--- config.mk ---
export PLATFORM = sky130hd
export DESIGN_NAME = adc_readout_ctrl
export DESIGN_NICKNAME = d
export VERILOG_FILES = /design/src/rtl/adc_rd_pkg.sv /design/src/rtl/adc_rd_tick.sv /design/src/rtl/adc_rd_shift.sv /design/src/rtl/adc_readout_ctrl.sv
export SDC_FILE = /design/constraint.sdc
export NUM_CORES = 1
export LEC_CHECK = 0
export BUFFER_PORTS_ARGS = -buffer_cell sky130_fd_sc_hd__buf_2
export CORE_ASPECT_RATIO = 1.5
export CORE_MARGIN = 2
export CORE_UTILIZATION = 54
export DETAILED_ROUTE_END_ITERATION = 12
export GPL_TIMING_DRIVEN = 0
export HOLD_SLACK_MARGIN = 0.05
export PLACE_DENSITY = 0.78
export SETUP_SLACK_MARGIN = 0.15
export SLEW_MARGIN = 40
export SYNTH_ARGS = -nofsm -noshare
export SYNTH_HDL_FRONTEND = slang
export SYNTH_SLANG_ARGS = --single-unit
--- constraint.sdc ---
create_clock -name clk -period 3.6 [get_ports clk]
set_clock_uncertainty 0.2 [all_clocks]
set_input_delay 0.54 -clock clk [delete_from_list [all_inputs] [get_ports clk]]
set_output_delay 0.54 -clock clk [all_outputs]
set_load 0.01 [all_outputs]
--- src/rtl/adc_rd_pkg.sv ---
package adc_rd_pkg;
  typedef enum logic [2:0] {
    ST_IDLE,
    ST_POLL,
    ST_LOW,
    ST_HIGH,
    ST_TAIL,
    ST_GAP
  } rd_state_t;
endpackage

--- src/rtl/adc_rd_tick.sv ---
module adc_rd_tick #(
  parameter int HALF_DIV = 2
) (
  input  logic clk,
  input  logic rst,
  input  logic en,
  output logic tick
);
  generate
    if (HALF_DIV <= 1) begin : g_direct
      assign tick = en;
    end else begin : g_count
      localparam int CW = $clog2(HALF_DIV);
      localparam logic [CW-1:0] LAST = CW'(HALF_DIV - 1);
      logic [CW-1:0] cnt;
      always_ff @(posedge clk) begin
        if (rst || !en) cnt <= '0;
        else if (cnt == LAST) cnt <= '0;
        else cnt <= cnt + 1'b1;
      end
      assign tick = en && (cnt == LAST);
    end
  endgenerate
endmodule

--- src/rtl/adc_rd_shift.sv ---
module adc_rd_shift #(
  parameter int FRAME_W = 32,
  parameter int CMD_W   = 6
) (
  input  logic               clk,
  input  logic               rst,
  input  logic               load,
  input  logic [CMD_W-1:0]   cmd,
  input  logic               step,
  input  logic               din,
  output logic               tx_msb,
  output logic [FRAME_W-1:0] rx
);
  localparam int PAD = FRAME_W - 1 - CMD_W;
  logic [FRAME_W-1:0] tx_q;
  logic [FRAME_W-1:0] rx_q;

  always_ff @(posedge clk) begin
    if (rst) begin
      tx_q <= '0;
      rx_q <= '0;
    end else if (load) begin
      tx_q <= {1'b1, cmd, {PAD{1'b0}}};
      rx_q <= '0;
    end else if (step) begin
      tx_q <= {tx_q[FRAME_W-2:0], 1'b0};
      rx_q <= {rx_q[FRAME_W-2:0], din};
    end
  end

  assign tx_msb = tx_q[FRAME_W-1];
  assign rx     = rx_q;
endmodule

--- src/rtl/adc_readout_ctrl.sv ---
module adc_readout_ctrl
  import adc_rd_pkg::*;
#(
  parameter int HALF_DIV = 2,
  parameter int FRAME_W  = 32,
  parameter int CMD_W    = 6,
  parameter int LEN_W    = $clog2(FRAME_W + 1)
) (
  input  logic               clk,
  input  logic               rst,
  input  logic               req_valid,
  output logic               req_ready,
  input  logic [CMD_W-1:0]   req_cmd,
  input  logic [LEN_W-1:0]   req_len,
  output logic               cs_n,
  output logic               sck,
  output logic               sdi,
  input  logic               sdo,
  output logic               rsp_valid,
  output logic [FRAME_W-1:0] rsp_frame,
  output logic               rsp_sign,
  output logic               rsp_err
);
  localparam logic [LEN_W-1:0] FULL_LEN = LEN_W'(FRAME_W);

  rd_state_t          state;
  logic [LEN_W-1:0]   len_q;
  logic [LEN_W-1:0]   bit_q;
  logic [LEN_W-1:0]   len_eff;
  logic               gap_q;
  logic               tick;
  logic               load;
  logic               step;
  logic               tx_msb;
  logic [FRAME_W-1:0] rx_bits;
  logic [FRAME_W-1:0] aligned;

  always_comb begin
    if (req_len == '0 || req_len > FULL_LEN) len_eff = FULL_LEN;
    else len_eff = req_len;
  end

  assign load      = (state == ST_IDLE) && req_valid;
  assign step      = (state == ST_LOW) && tick;
  assign aligned   = rx_bits << (FULL_LEN - len_q);
  assign req_ready = (state == ST_IDLE);

  adc_rd_tick #(.HALF_DIV(HALF_DIV)) u_tick (
    .clk  (clk),
    .rst  (rst),
    .en   (state != ST_IDLE),
    .tick (tick)
  );

  adc_rd_shift #(.FRAME_W(FRAME_W), .CMD_W(CMD_W)) u_shift (
    .clk    (clk),
    .rst    (rst),
    .load   (load),
    .cmd    (req_cmd),
    .step   (step),
    .din    (sdo),
    .tx_msb (tx_msb),
    .rx     (rx_bits)
  );

  always_ff @(posedge clk) begin
    if (rst) begin
      state     <= ST_IDLE;
      cs_n      <= 1'b1;
      sck       <= 1'b0;
      sdi       <= 1'b0;
      len_q     <= '0;
      bit_q     <= '0;
      gap_q     <= 1'b0;
      rsp_valid <= 1'b0;
      rsp_frame <= '0;
      rsp_sign  <= 1'b0;
      rsp_err   <= 1'b0;
    end else begin
      rsp_valid <= 1'b0;
      case (state)
        ST_IDLE: begin
          if (req_valid) begin
            len_q <= len_eff;
            cs_n  <= 1'b0;
            state <= ST_POLL;
          end
        end
        ST_POLL: begin
          if (tick && !sdo) begin
            sdi   <= tx_msb;
            bit_q <= '0;
            state <= ST_LOW;
          end
        end
        ST_LOW: begin
          if (tick) begin
            sck   <= 1'b1;
            state <= ST_HIGH;
          end
        end
        ST_HIGH: begin
          if (tick) begin
            sck <= 1'b0;
            if (bit_q == len_q - 1'b1) begin
              sdi   <= 1'b0;
              state <= ST_TAIL;
            end else begin
              bit_q <= bit_q + 1'b1;
              sdi   <= tx_msb;
              state <= ST_LOW;
            end
          end
        end
        ST_TAIL: begin
          if (tick) begin
            cs_n      <= 1'b1;
            rsp_valid <= 1'b1;
            rsp_frame <= aligned;
            rsp_err   <= aligned[FRAME_W-1] | aligned[FRAME_W-2];
            rsp_sign  <= aligned[FRAME_W-3];
            gap_q     <= 1'b0;
            state     <= ST_GAP;
          end
        end
        ST_GAP: begin
          if (tick) begin
            if (gap_q) state <= ST_IDLE;
            else gap_q <= 1'b1;
          end
        end
        default: state <= ST_IDLE;
      endcase
    end
  end
endmodule

* After elaboration in Yosys (flattened, before gate mapping) *
Index checks and enable logic that the tools add are counted.

operators by class
  add/subtract/negate cells = 4
  order comparisons = 1
  mux-type cells = 27
  shift operators = 1
  equal/unequal tests = 14
  bitwise logic cells = 2
  reduce and logical (&&, ||, !) cells = 27

operator list
  kind                   number
  $mux W32               2
  $shl A32 B6 Y32        1
  $mux W3                8
  $mux W6                4
  $pmux W3 S6            1
  $ne A2 B2 Y1 const B   8
  $pmux W6 S2            1
  $reduce_and A3 Y1      4
  $reduce_bool A2 Y1     5
  $pmux W1 S2            4
  $mux W1                7
  $reduce_and A7 Y1      1
  $add A6 B1 Y6 const B  1
  $eq A3 B2 Y1 const B   2
  $eq A3 B3 Y1 const B   2
  $eq A6 B6 Y1           1
  $gt A6 B6 Y1 const B   1
  $logic_not A6 Y1       1
  $reduce_or A2 Y1       3
  $sub A6 B1 Y6 const B  1
  $sub A6 B6 Y6 const A  1
  $logic_and A1 B1 Y1    4
  $reduce_and A2 Y1      2
  $reduce_and A4 Y1      1
  other kinds (8)        10

storage, ports and cells
  flip-flop bits (word level) = 94
  output and inout port bits = 39

* Depth between registers and ports, before layout *
Gate-level depths: netlist (run 1).

  depth after elaboration = 5
  mapped depth = 14

* Hierarchy *
Synthesis (run 1) repeated with hierarchy kept, for this count alone.

unflattened totals
  cell total of the unflattened synthesis = 550
  area total of the unflattened synthesis = 5273.8 µm²

modules (own cells, without submodules)
  module            instances  area an instance (µm²)  cells an instance  seq. area each (µm²)
  adc_readout_ctrl  1          3712.3                  413                1061.0
  adc_rd_shift      1          1521.5                  134                780.7
  adc_rd_tick       1          40.0                    3                  20.0

* Least setup slack after synthesis (run 1) *
No wires, ideal clock.

  kind = reg2reg
  start = register len_q[0]
  end = register rsp_err
  path buffers = 5
  clock period less this slack = 3.570 ns
  data required time = 3.267 ns
  arrival = 3.237 ns
  cell stages (with the launch flop) = 13
  path slack = 0.030 ns
  cell sequence = dfxtp_1 -> buf_6 -> buf_4 -> buf_2 -> clkinv_1 -> ha_1 -> clkbuf_1 -> buf_2 -> mux2_2 -> mux4_2 -> mux2_2 -> a32oi_1 -> a31oi_1

between the ends
  longest elaborated chain between the ends = 3

ends and longest elaborated chain
  what                      RTL line                 RTL
  start: declaration        adc_readout_ctrl.sv:27   logic [LEN_W-1:0] len_q;
  start signal: assignment  adc_readout_ctrl.sv:84   len_q <= len_eff;
  $sub A6 B6 Y6             adc_readout_ctrl.sv:45   assign aligned = rx_bits << (FULL_LEN - len_q);
  $shl A32 B6 Y32           adc_readout_ctrl.sv:45
  $or A1 B1 Y1              adc_readout_ctrl.sv:120  rsp_err <= aligned[FRAME_W-1] | aligned[FRAME_W-2];
  end signal: assignment    adc_readout_ctrl.sv:120
  end: declaration          adc_readout_ctrl.sv:22   output logic rsp_err

Every way passes these cells.
A chain may end at the register's enable or synchronous reset.

* Final worst setup path (run 1) *
Same ends and word-level chain as after synthesis.

==> results of run 1 <==
## where the power goes
part	total, mW	switching, mW	internal [mW]
registers	1.05	0.00976	1.04
clock network	0.907	0.431	0.477
logic	0.347	0.228	0.119
total	2.31	0.669	1.64
## logic make-up after synthesis
group / synth area share [%]
flops: 35.3
mux: 16.6
xor+xnor: 2.16
fa+ha+maj: 0.711
simple gates: 20.1
buf+inv: 5.36
compound gates: 19.8
## layout make-up
type / count / area (um2)
fill: 845 / 3520
clock buffer: 9 / 225
inverter: 6 / 27.5
buffer: 55 / 309
tap: 115 / 144
multi-input combinational: 462 / 3160
timing repair buffer: 54 / 270
sequential: 93 / 1860
clock inverter: 7 / 56.3
## registers in the layout, indices dropped and copies added (netlist names)
| register | flops |
|---|---|
| rsp_frame | 32 |
| u_shift.rx | 32 |
| u_shift.tx_q | 7 |
| bit_q | 6 |
| len_q | 6 |
| state | 3 |
| cs_n | 1 |
| gap_q | 1 |
| rsp_err | 1 |
| rsp_valid | 1 |
| sck | 1 |
| sdi | 1 |
| u_tick.g_count.cnt | 1 |
## timing repair
| item | CTS | global route |
|---|---|---|
| hold endpoints to repair | 0 | 0 |
| pin swaps | 0 | 1 |
| buffers inserted | 0 | 0 |
| gates resized for setup | 10 | 9 |
| hold buffers | 0 | 0 |
| setup endpoints to repair | 34 | 12 |
| gates cloned | 0 | 0 |
## layout by cell type, fill, tap and decap left out, types with 8 or more instances in the layout
cell type,instances
sky130_fd_sc_hd__nand2_1,121
sky130_fd_sc_hd__dfxtp_1,93
sky130_fd_sc_hd__a21oi_1,68
sky130_fd_sc_hd__buf_2,59
sky130_fd_sc_hd__nor2_1,30
sky130_fd_sc_hd__clkbuf_1,29
sky130_fd_sc_hd__mux2i_1,27
sky130_fd_sc_hd__o21ai_0,19
sky130_fd_sc_hd__nand3_1,18
sky130_fd_sc_hd__mux4_2,18
sky130_fd_sc_hd__mux2_2,18
sky130_fd_sc_hd__o211ai_1,13
sky130_fd_sc_hd__a22o_1,12
sky130_fd_sc_hd__nor3_1,11
sky130_fd_sc_hd__nor3b_1,9
sky130_fd_sc_hd__clkbuf_16,9
sky130_fd_sc_hd__nand2b_1,8
sky130_fd_sc_hd__a22oi_1,8
## stage by stage
step	setup slack, ns	total power [mW]
6_report	0.268	2.31
5_1_grt	0.169	2.39
4_1_cts	0.180	2.30
3_5_place_dp	-0.359	1.41
3_3_place_gp	-0.283	1.40
2_1_floorplan	0.190	1.32
## per-layer routing
metal  global-route usage, %  wire [um]
met5                       0          0
met2                    50.9       7890
met3                    4.42        670
met1                    32.8       5930
met4                    13.3        442
## worst min-delay path, cell delays in order (launching register included)
cell	delay, ns
sky130_fd_sc_hd__dfxtp_1	0.32
sky130_fd_sc_hd__nand2_1	0.05
sky130_fd_sc_hd__nand2_1	0.04
## worst max-delay path by stage
stage	startpoint	to	depth (start not counted)	slack, ns
detailed placement	len_q[0]	rsp_err	12	-0.36
floorplan	len_q[0]	rsp_err	12	0.19
finish	len_q[0]	rsp_err	12	0.27
global placement	len_q[0]	rsp_err	12	-0.28
CTS	len_q[0]	rsp_err	12	0.18
global route	len_q[0]	rsp_frame[30]	12	0.17
==> results.txt, run 1 <==
----------------------------------------------------
[Finish]
  Share of layout cells above drive strength 1 ... 20.7%
  Area Growth Syn to Fin ... 14.7%
  Final standard cell utilization of the core ... 63.2%
  Post-Layout Inst Area ... 0.00605 mm2
  Final #Nets ... 700
  Antenna diode count ... 0
  Post-route insts no fill ... 801

[Logic synthesis]
  Mapped cell area ... 0.00528 mm2
  Main flop type after synthesis ... sky130_fd_sc_hd__dfxtp_1
  Sequential-to-total area share from yosys stat ... 35.3%
  Ys Warns ... 0
  Cell taking the most area after synthesis ... sky130_fd_sc_hd__dfxtp_1
  Post-Syn Nets ... 635
  Gate count of the mapped netlist ... 616
  Most frequently used cell type in the post-synthesis netlist ... sky130_fd_sc_hd__nand2_1
  Share of flip-flops with an asynchronous set or reset ... 0%
  Mean cell area of the mapped netlist ... 8.57 um2
  Distinct cells, synth ... 59
  Number of flip-flops and latches in the synthesized netlist ... 93
  Top post-synthesis cells by area ... sky130_fd_sc_hd__dfxtp_1 35%, sky130_fd_sc_hd__nand2_1 8.6%, sky130_fd_sc_hd__mux4_2 7.7%
  Most numerous cell types in the synthesized netlist ... 121 x sky130_fd_sc_hd__nand2_1, 93 x sky130_fd_sc_hd__dfxtp_1, 68 x sky130_fd_sc_hd__a21oi_1
  Number of enable flip-flop cells after synthesis ... 0
  Top-area cell type share of the netlist area ... 35.3%

[Route]
  Drt wl/cell ... 18.6 um
  Post-DRT Antenna Nets ... 0
  1st-iter DRT viols ... 252
  Remaining DRCs ... 0
  Vias ... 4983
  Post-detailed-routing wire length ... 14900 um
  Pre-Repair DR Iteration Count ... 5
  Average vias per placed instance ... 6.22

[Place]
  DP Wirelength ... 11500 um
  Number of placed cells counting well taps ... 785
  Count of port buffers added during placement ... 54
  Routability congestion estimate ... 1.01
  Instance area after placement ... 0.00570 mm2

[Power]
  Worst IR Drop VDD ... 0.000366 V
  Leakage ... 2.17 nW
  Power Density ... 381 mW/mm2

[Critical path]
  Chain of cells forming the critical path ... buf_6, buf_12, buf_12, clkinv_4, ha_1, buf_4, buf_8, mux2_2, mux4_2, mux2_2, a32oi_2, a31oi_1
  Maximum fanout along the worst path ... 10
  Kind of start point of the critical path ... flip-flop
  Reg-to-reg endpoint ... rsp_err
  Cell family with most CP delay ... multiplexers
  Start-to-end type of the worst setup path ... flip-flop to flip-flop
  Setup slack on the worst flop-to-flop path ... 0.27 ns
  Beginning of the worst register-to-register path ... len_q[0]
  Stage delay of the slowest cell on the critical path ... 0.54 ns
  Logic depth of the worst register-to-register path ... 12
  Required time at the worst-slack endpoint ... 3.61 ns
  Data arrival time of the critical path ... 3.34 ns
  Critical path buffers and inverters ... 6
  Cell with the biggest individual delay on the critical path ... sky130_fd_sc_hd__mux4_2
  Capturing element type of the critical path ... flip-flop

[Clock network]
  Insertion delay to the later sink of the worst-skew pair ... 0.35 ns
  Maximum clock path buffer count ... 2
  Inserted Clock Buffers ... 9
  Clock tree from TritonCTS ... built
  Clk slew on worst S/H paths ... 0.07 ns
  Clock Tree Root ... sky130_fd_sc_hd__clkbuf_16
  CTS sink cnt ... 93
  H-Tree Depth ... 3

[Global routing]
  Pin count of the biggest net entering global routing ... 18
  Initial antenna violation count ... 0
  Tot GR Track Use ... 28.5%
  Vias in the first global route ... 4951
  Total grt overflow ... 0
  First-pass GRT wire length ... 24500 um

[Die]
  Die Y-Extent ... 125 um
  Top-level port count ... 55
  Total core area ... 0.00958 mm2
  Die extent in x ... 84.7 um
  Row cnt ... 44
  Initial Util ... 55.1%
  Overall die area ... 0.0106 mm2

[Timing]
  Count of final max-slew check failures ... 0
  Final count of hold timing violations ... 0
  RSZ-0062 raised after global routing ... false
  Share of the clock period used by the worst path after layout ... 92.6%
  Worst max-slew margin expressed relative to the limit ... 57.6%
  Slew at the pin closest to its max-slew limit ... 0.630 ns
  Clock period minus final worst setup slack ... 3.33 ns
  Endpoints failing setup ... 0
  Final sum of negative setup slack ... 0 ns
  Peak clock frequency supported by timing ... 0.300 GHz
  Final hold slack ... 0.247 ns

[Worst hold path]
  WHS Path Cells ... 2
  Critical hold path startpoint ... cs_n
  Type of the worst min-delay path ... flip-flop to flip-flop
  WHS Endpoint ... cs_n

[Status]
  Status ... finished, final reports clean

[Flow run]
  Number of maximum-capacitance constraint violations ... 0

----------------------------------------------------
Power figures use the tool's default switching activity.
==> run 2: changes to the inputs <==
--- a/config.mk
+++ b/config.mk
@@ -6,9 +6,11 @@
 export NUM_CORES = 1
 export LEC_CHECK = 0
 export BUFFER_PORTS_ARGS = -buffer_cell sky130_fd_sc_hd__buf_2
+export CELL_PAD_IN_SITES_DETAIL_PLACEMENT = 0
+export CELL_PAD_IN_SITES_GLOBAL_PLACEMENT = 1
 export CORE_ASPECT_RATIO = 1.5
 export CORE_MARGIN = 2
-export CORE_UTILIZATION = 54
+export CORE_UTILIZATION = 41
 export DETAILED_ROUTE_END_ITERATION = 12
 export GPL_TIMING_DRIVEN = 0
 export HOLD_SLACK_MARGIN = 0.05
==> run 2 against run 1 <==
Compared with the run above: critical path depth did not move; routed wire length rose by 5.8%; die area rose by 30%; setup slack improved by 0.029 ns; final area rose by 1.2%; first-iteration DRC count fell by 3.6%; non-clock buffer count did not move; register-to-register slack improved by 0.03 ns; clock power rose by 7.8%; critical endpoint unchanged.
==> results.txt, run 2 (synthesized netlist as in run 1, its figures left out) <==
----------------------------------------------------
[Timing]
  Share of the clock period used by the worst path after layout ... 91.8%
  RSZ-0062 raised after global routing ... false
  Final count of hold timing violations ... 0
  Peak clock frequency supported by timing ... 0.303 GHz
  Clock period minus final worst setup slack ... 3.30 ns
  Endpoints failing setup ... 0
  Worst max-slew margin expressed relative to the limit ... 55.4%
  Worst path setup slack after routing ... 0.297 ns
  Slew at the pin closest to its max-slew limit ... 0.662 ns
  Count of final max-slew check failures ... 0

[Critical path]
  Cell with the biggest individual delay on the critical path ... sky130_fd_sc_hd__mux4_2
  Crit-path most repeated cell ... sky130_fd_sc_hd__buf_12
  Cell family with most CP delay ... multiplexers
  Stage delay of the slowest cell on the critical path ... 0.53 ns
  Maximum fanout along the worst path ... 10
  Required time at the worst-slack endpoint ... 3.61 ns
  Capturing element type of the critical path ... flip-flop
  Chain of cells forming the critical path ... buf_6, buf_12, buf_12, clkinv_4, ha_1, buf_4, buf_8, mux2_2, mux4_2, mux2_4, a32oi_2, a31oi_1
  Start-to-end type of the worst setup path ... flip-flop to flip-flop
  Data arrival time of the critical path ... 3.31 ns
  Number of gates on the worst path with buffers counted ... 12
  Logic depth of the worst register-to-register path ... 12
  Critical path buffers and inverters ... 6
  Kind of start point of the critical path ... flip-flop

[Power]
  Net Sw Frac ... 27.6%
  Net switching power ... 0.658 mW
  Clock group share of total power ... 41.1%
  Total power consumption of the routed design ... 2.38 mW
  Worst IR Drop VDD ... 0.000223 V
  Power Density ... 388 mW/mm2
  Reg power frac ... 44.3%
  P_int ... 1.72 mW
  Relative contribution of combinational cells to total power ... 14.6%
  Leakage ... 2.18 nW

[Global routing]
  Initial antenna violation count ... 0
  Peak-usage layer in the global routing report ... met2
  Pin count of the biggest net entering global routing ... 16
  Total grt overflow ... 0
  First-pass GRT wire length ... 25600 um
  GRT met2 Usage ... 44.1%
  Global Route met3 Usage ... 3.08%
  Vias in the first global route ... 4797
  Met1 track utilization from global routing ... 26.0%
  Tot GR Track Use ... 23.4%

[Clock network]
  Maximum clock path buffer count ... 2
  Clock tree from TritonCTS ... built
  Insertion delay to the later sink of the worst-skew pair ... 0.35 ns
  CTS sink cnt ... 93
  Clk slew on worst S/H paths ... 0.07 ns
  Clock Tree Root ... sky130_fd_sc_hd__clkbuf_16
  Inserted Clock Buffers ... 9
  H-Tree Depth ... 3
  Post-CTS Repair Setup Buffers ... 0

[Die]
  Initial Util ... 42.2%
  Total core area ... 0.0125 mm2
  Die extent in x ... 96.6 um
  Overall die area ... 0.0138 mm2
  Die Y-Extent ... 143 um
  Top-level port count ... 55
  Row cnt ... 50

[Route]
  Post-DRT Antenna Nets ... 0
  1st-iter DRT viols ... 243
  Average vias per placed instance ... 5.72
  Post-detailed-routing wire length ... 15800 um
  Pre-Repair DR Iteration Count ... 5
  Vias ... 4816
  Remaining DRCs ... 0
  Drt wl/cell ... 18.8 um

[Finish]
  Multi-input gate area in the final layout ... 0.00317 mm2
  Final #Nets ... 700
  Most frequent cells in the layout ... 121 x sky130_fd_sc_hd__nand2_1, 93 x sky130_fd_sc_hd__dfxtp_1, 68 x sky130_fd_sc_hd__a21oi_1, 61 x sky130_fd_sc_hd__buf_2
  Area Growth Syn to Fin ... 16.1%
  Fill cell instance count of the final layout ... 1257
  Final standard cell utilization of the core ... 49.0%
  Antenna diode count ... 0
  Commonest non-fill, non-tap cell in the layout ... sky130_fd_sc_hd__nand2_1
  Share of layout cells above drive strength 1 ... 20.7%
  Post-Layout Inst Area ... 0.00613 mm2
  Register Area ... 0.00186 mm2

[Worst hold path]
  WHS Path Cells ... 2
  Type of the worst min-delay path ... flip-flop to flip-flop

[Place]
  Worst setup timing slack at the placement stage ... -0.346 ns
  Routability congestion estimate ... 0.922
  Count of port buffers added during placement ... 54
  DP Wirelength ... 12300 um
  Instance area after placement ... 0.00575 mm2

[Status]
  Status ... finished, final reports clean

[Flow run]
  Number of maximum-capacitance constraint violations ... 0

----------------------------------------------------
run 2: cell count changes in the layout (fill, tap and decap cells not counted), moves of 2 or more:
cell,previous run,this run
sky130_fd_sc_hd__buf_2,59,61
sky130_fd_sc_hd__clkbuf_4,3,0
sky130_fd_sc_hd__mux2i_1,27,25
sky130_fd_sc_hd__mux2i_2,0,2
run 2: final timing paths:
check / startpoint / endpoint / slack (ns)
worst max-delay path: len_q[0] / rsp_err / 0.30
worst min-delay path: cs_n / cs_n / 0.24
worst max register to register: len_q[0] / rsp_err / 0.30
worst min register to register: cs_n / cs_n / 0.24
run 2: layout make-up:
class	count	area share (%)
clock inverters	5	0.960
plain buffers	55	4.96
multi-input cells	462	51.7
clock buffers	11	3.96
inverters	6	0.449
repair buffers	54	4.41
flip-flops and latches	93	30.4
well taps	156	3.19
run 2: per-stage QoR:
stage | hold slack, ns | cells | setup TNS [ns]
2_1_floorplan | 0.233 | 616 | 0
3_3_place_gp | 0.234 | 826 | -2.62
3_5_place_dp | 0.234 | 826 | -3.27
4_1_cts | 0.246 | 842 | 0
5_1_grt | 0.281 | 842 | 0
6_report | 0.242 | 842 | 0
run 2: power by group through the flow:
stage / Clock, mW / Combinational, mW / Sequential, mW
5_1_grt: 1.04 / 0.381 / 1.06
6_report: 0.978 / 0.348 / 1.05
3_5_place_dp: 0 / 0.333 / 1.08
3_3_place_gp: 0 / 0.331 / 1.08
2_1_floorplan: 0 / 0.243 / 1.08
4_1_cts: 0.998 / 0.341 / 1.05
run 2: metal layers:
layer	part of all wire, %	vias to the layer above
li1	-	2358
met1	39	2318
met2	55	111
met3	2.9	29
met4	3.4	0
met5	0	-
run 2: worst register-to-register path: stages, from the launching register on:
cell	delay, ns
sky130_fd_sc_hd__dfxtp_1	0.32
sky130_fd_sc_hd__buf_6	0.14
sky130_fd_sc_hd__buf_12	0.16
sky130_fd_sc_hd__buf_12	0.16
sky130_fd_sc_hd__clkinv_4	0.09
sky130_fd_sc_hd__ha_1	0.29
sky130_fd_sc_hd__buf_4	0.14
sky130_fd_sc_hd__buf_8	0.15
sky130_fd_sc_hd__mux2_2	0.37
sky130_fd_sc_hd__mux4_2	0.53
sky130_fd_sc_hd__mux2_4	0.31
sky130_fd_sc_hd__a32oi_2	0.20
sky130_fd_sc_hd__a31oi_1	0.10
run 2: repair_timing:
| action | 4_1_cts | 5_1_grt |
|---|---|---|
| gates resized for setup | 11 | 9 |
| setup endpoints to repair | 35 | 13 |
| gates cloned | 0 | 0 |
| hold buffers | 0 | 0 |
==> run 3: changes to the inputs <==
--- a/config.mk
+++ b/config.mk
@@ -14,6 +14,7 @@
 export DETAILED_ROUTE_END_ITERATION = 12
 export GPL_TIMING_DRIVEN = 0
 export HOLD_SLACK_MARGIN = 0.05
+export MAX_ROUTING_LAYER = met4
 export PLACE_DENSITY = 0.78
 export SETUP_SLACK_MARGIN = 0.15
 export SLEW_MARGIN = 40
==> run 3 against run 2 <==
Compared with the run above: die area unchanged; largest cell class unchanged; clock power grew 8%; sequential share of layout area fell by 0.22 points; final area increased by 0.74%; combinational power about the same; routed wire length rose by 0.85%.
==> results.txt, run 3 (synthesized netlist as in run 1, its figures left out) <==
----------------------------------------------------
[Clock network]
  Clock tree from TritonCTS ... built
  Clk slew on worst S/H paths ... 0.07 ns
  Insertion delay to the later sink of the worst-skew pair ... 0.34 ns
  H-Tree Depth ... 3
  CTS sink cnt ... 93
  Maximum clock path buffer count ... 2
  Inserted Clock Buffers ... 9
  Cts-stage hold buffer count ... 0
  Clock Tree Root ... sky130_fd_sc_hd__clkbuf_16

[Timing]
  Final sum of negative setup slack ... 0 ns
  Final count of hold timing violations ... 0
  Slew at the pin closest to its max-slew limit ... 0.732 ns
  Endpoints failing setup ... 0
  RSZ-0062 raised after global routing ... false
  Worst path setup slack after routing ... 0.256 ns
  Share of the clock period used by the worst path after layout ... 92.9%
  Worst max-slew margin expressed relative to the limit ... 51.2%
  Peak clock frequency supported by timing ... 0.299 GHz
  Count of final max-slew check failures ... 0
  Clock period minus final worst setup slack ... 3.34 ns

[Finish]
  Share of layout cells above drive strength 1 ... 21.0%
  Commonest non-fill, non-tap cell in the layout ... sky130_fd_sc_hd__nand2_1
  Fill cell instance count of the final layout ... 1239
  Most frequent cells in the layout ... 121 x sky130_fd_sc_hd__nand2_1, 93 x sky130_fd_sc_hd__dfxtp_1, 68 x sky130_fd_sc_hd__a21oi_1, 61 x sky130_fd_sc_hd__buf_2, 30 x sky130_fd_sc_hd__nor2_1
  Post-Layout Inst Area ... 0.00617 mm2
  Multi-input gate area in the final layout ... 0.00317 mm2
  Post-route insts no fill ... 843
  Area Growth Syn to Fin ... 17.0%
  Antenna diode count ... 0
  Final #Nets ... 701
  Register Area ... 0.00186 mm2

[Route]
  Drt wl/cell ... 18.9 um
  Met3 wire len ... 443 um
  Remaining DRCs ... 0
  Routed wl met2 ... 8630 um
  1st-iter DRT viols ... 265
  Vias ... 4867
  Pre-Repair DR Iteration Count ... 5
  Post-detailed-routing wire length ... 15900 um
  Top layer reached by signal wires ... met4
  Wire length on met1 ... 6120 um
  Post-DRT Antenna Nets ... 0
  Average vias per placed instance ... 5.77

[Die]
  Die Y-Extent ... 143 um
  Die extent in x ... 96.6 um
  Total core area ... 0.0125 mm2
  Top-level port count ... 55
  Row cnt ... 50
  Overall die area ... 0.0138 mm2
  Initial Util ... 42.2%

[Power]
  Worst IR Drop VDD ... 0.000197 V
  Total power consumption of the routed design ... 2.46 mW
  Power Density ... 399 mW/mm2
  Reg power frac ... 42.8%
  P_int ... 1.80 mW
  Net switching power ... 0.664 mW
  Net Sw Frac ... 27.0%
  Relative contribution of combinational cells to total power ... 14.3%
  Leakage ... 2.20 nW
  Clock group share of total power ... 42.9%

[Critical path]
  Critical path buffers and inverters ... 6
  Maximum fanout along the worst path ... 10
  Capturing element type of the critical path ... flip-flop
  Stage delay of the slowest cell on the critical path ... 0.52 ns
  Required time at the worst-slack endpoint ... 3.60 ns
  Start-to-end type of the worst setup path ... flip-flop to flip-flop
  Kind of start point of the critical path ... flip-flop
  Cell family with most CP delay ... multiplexers
  Chain of cells forming the critical path ... buf_6, buf_12, buf_12, clkinv_4, ha_1, buf_2, buf_8, mux2_2, mux4_2, mux2_2, a32oi_2, a31oi_1
  Cell with the biggest individual delay on the critical path ... sky130_fd_sc_hd__mux4_2
  Data arrival time of the critical path ... 3.34 ns

[Global routing]
  Vias in the first global route ... 4809
  Tot GR Track Use ... 23.9%
  Initial antenna violation count ... 0
  Total grt overflow ... 0
  First-pass GRT wire length ... 25300 um
  Pin count of the biggest net entering global routing ... 17

[Place]
  Count of port buffers added during placement ... 54
  Instance area after placement ... 0.00575 mm2
  Worst setup timing slack at the placement stage ... -0.356 ns
  DP Wirelength ... 12400 um
  Routability congestion estimate ... 0.924
  Number of placed cells counting well taps ... 826

[Status]
  Status ... finished, final reports clean

[Worst hold path]
  Type of the worst min-delay path ... flip-flop to flip-flop

[Flow run]
  Number of maximum-capacitance constraint violations ... 0

----------------------------------------------------
run 3: cell types whose count changed in the layout (fill, tap and decap cells not counted), sizes merged:
cell and delta:
bufinv +1, clkbuf +1, buf -1, clkinv -1, inv +1
run 3: layer usage:
metal  vias to the layer above  track usage [%]
met5                         -                -
met4                         0             12.4
met3                        39             2.79
met2                       107             43.9
met1                      2357             25.0
li1                       2364                -
run 3: final cells by class:
class	count	share of cell area [%]
tap	156	3.16
buffer	55	4.93
inverter	6	0.446
multi-input combinational	462	51.4
clock inverter	6	1.50
timing repair buffer	55	4.50
sequential	93	30.2
clock buffer	10	3.87
run 3: what timing repair did:
item / CTS / global route
setup endpoints to repair: 35 / 13
hold endpoints to repair: 0 / 0
gates resized for setup: 10 / 9
setup buffers: 0 / 1
run 3: through the flow:
| stage | util [%] | hold WS (ns) |
|---|---|---|
| floorplan | - | 0.233 |
| global placement | 45.9 | 0.231 |
| detailed placement | 45.9 | 0.241 |
| CTS | 48.9 | 0.254 |
| global route | 49.3 | 0.276 |
| finish | 49.3 | 0.246 |
run 3: final timing paths:
check | from | end | slack (ns) | cells past startpoint
max reg2reg | len_q[0] | rsp_err | 0.26 | 12
min | cs_n | cs_n | 0.25 | 2
min reg2reg | cs_n | cs_n | 0.25 | 2
max | len_q[0] | rsp_err | 0.26 | 12
run 3: power groups by stage:
stage | registers, mW | logic (mW) | clock network, mW
4_1_cts | 1.05 | 0.341 | 1.08
5_1_grt | 1.06 | 0.383 | 1.12
2_1_floorplan | 1.08 | 0.243 | 0
6_report | 1.05 | 0.351 | 1.06
3_3_place_gp | 1.08 | 0.331 | 0
3_5_place_dp | 1.08 | 0.334 | 0
run 3: worst min-delay path: stages, from the launching register on:
cell,delay [ns]
sky130_fd_sc_hd__dfxtp_1,0.31
sky130_fd_sc_hd__nand2_1,0.05
sky130_fd_sc_hd__nand2_1,0.05
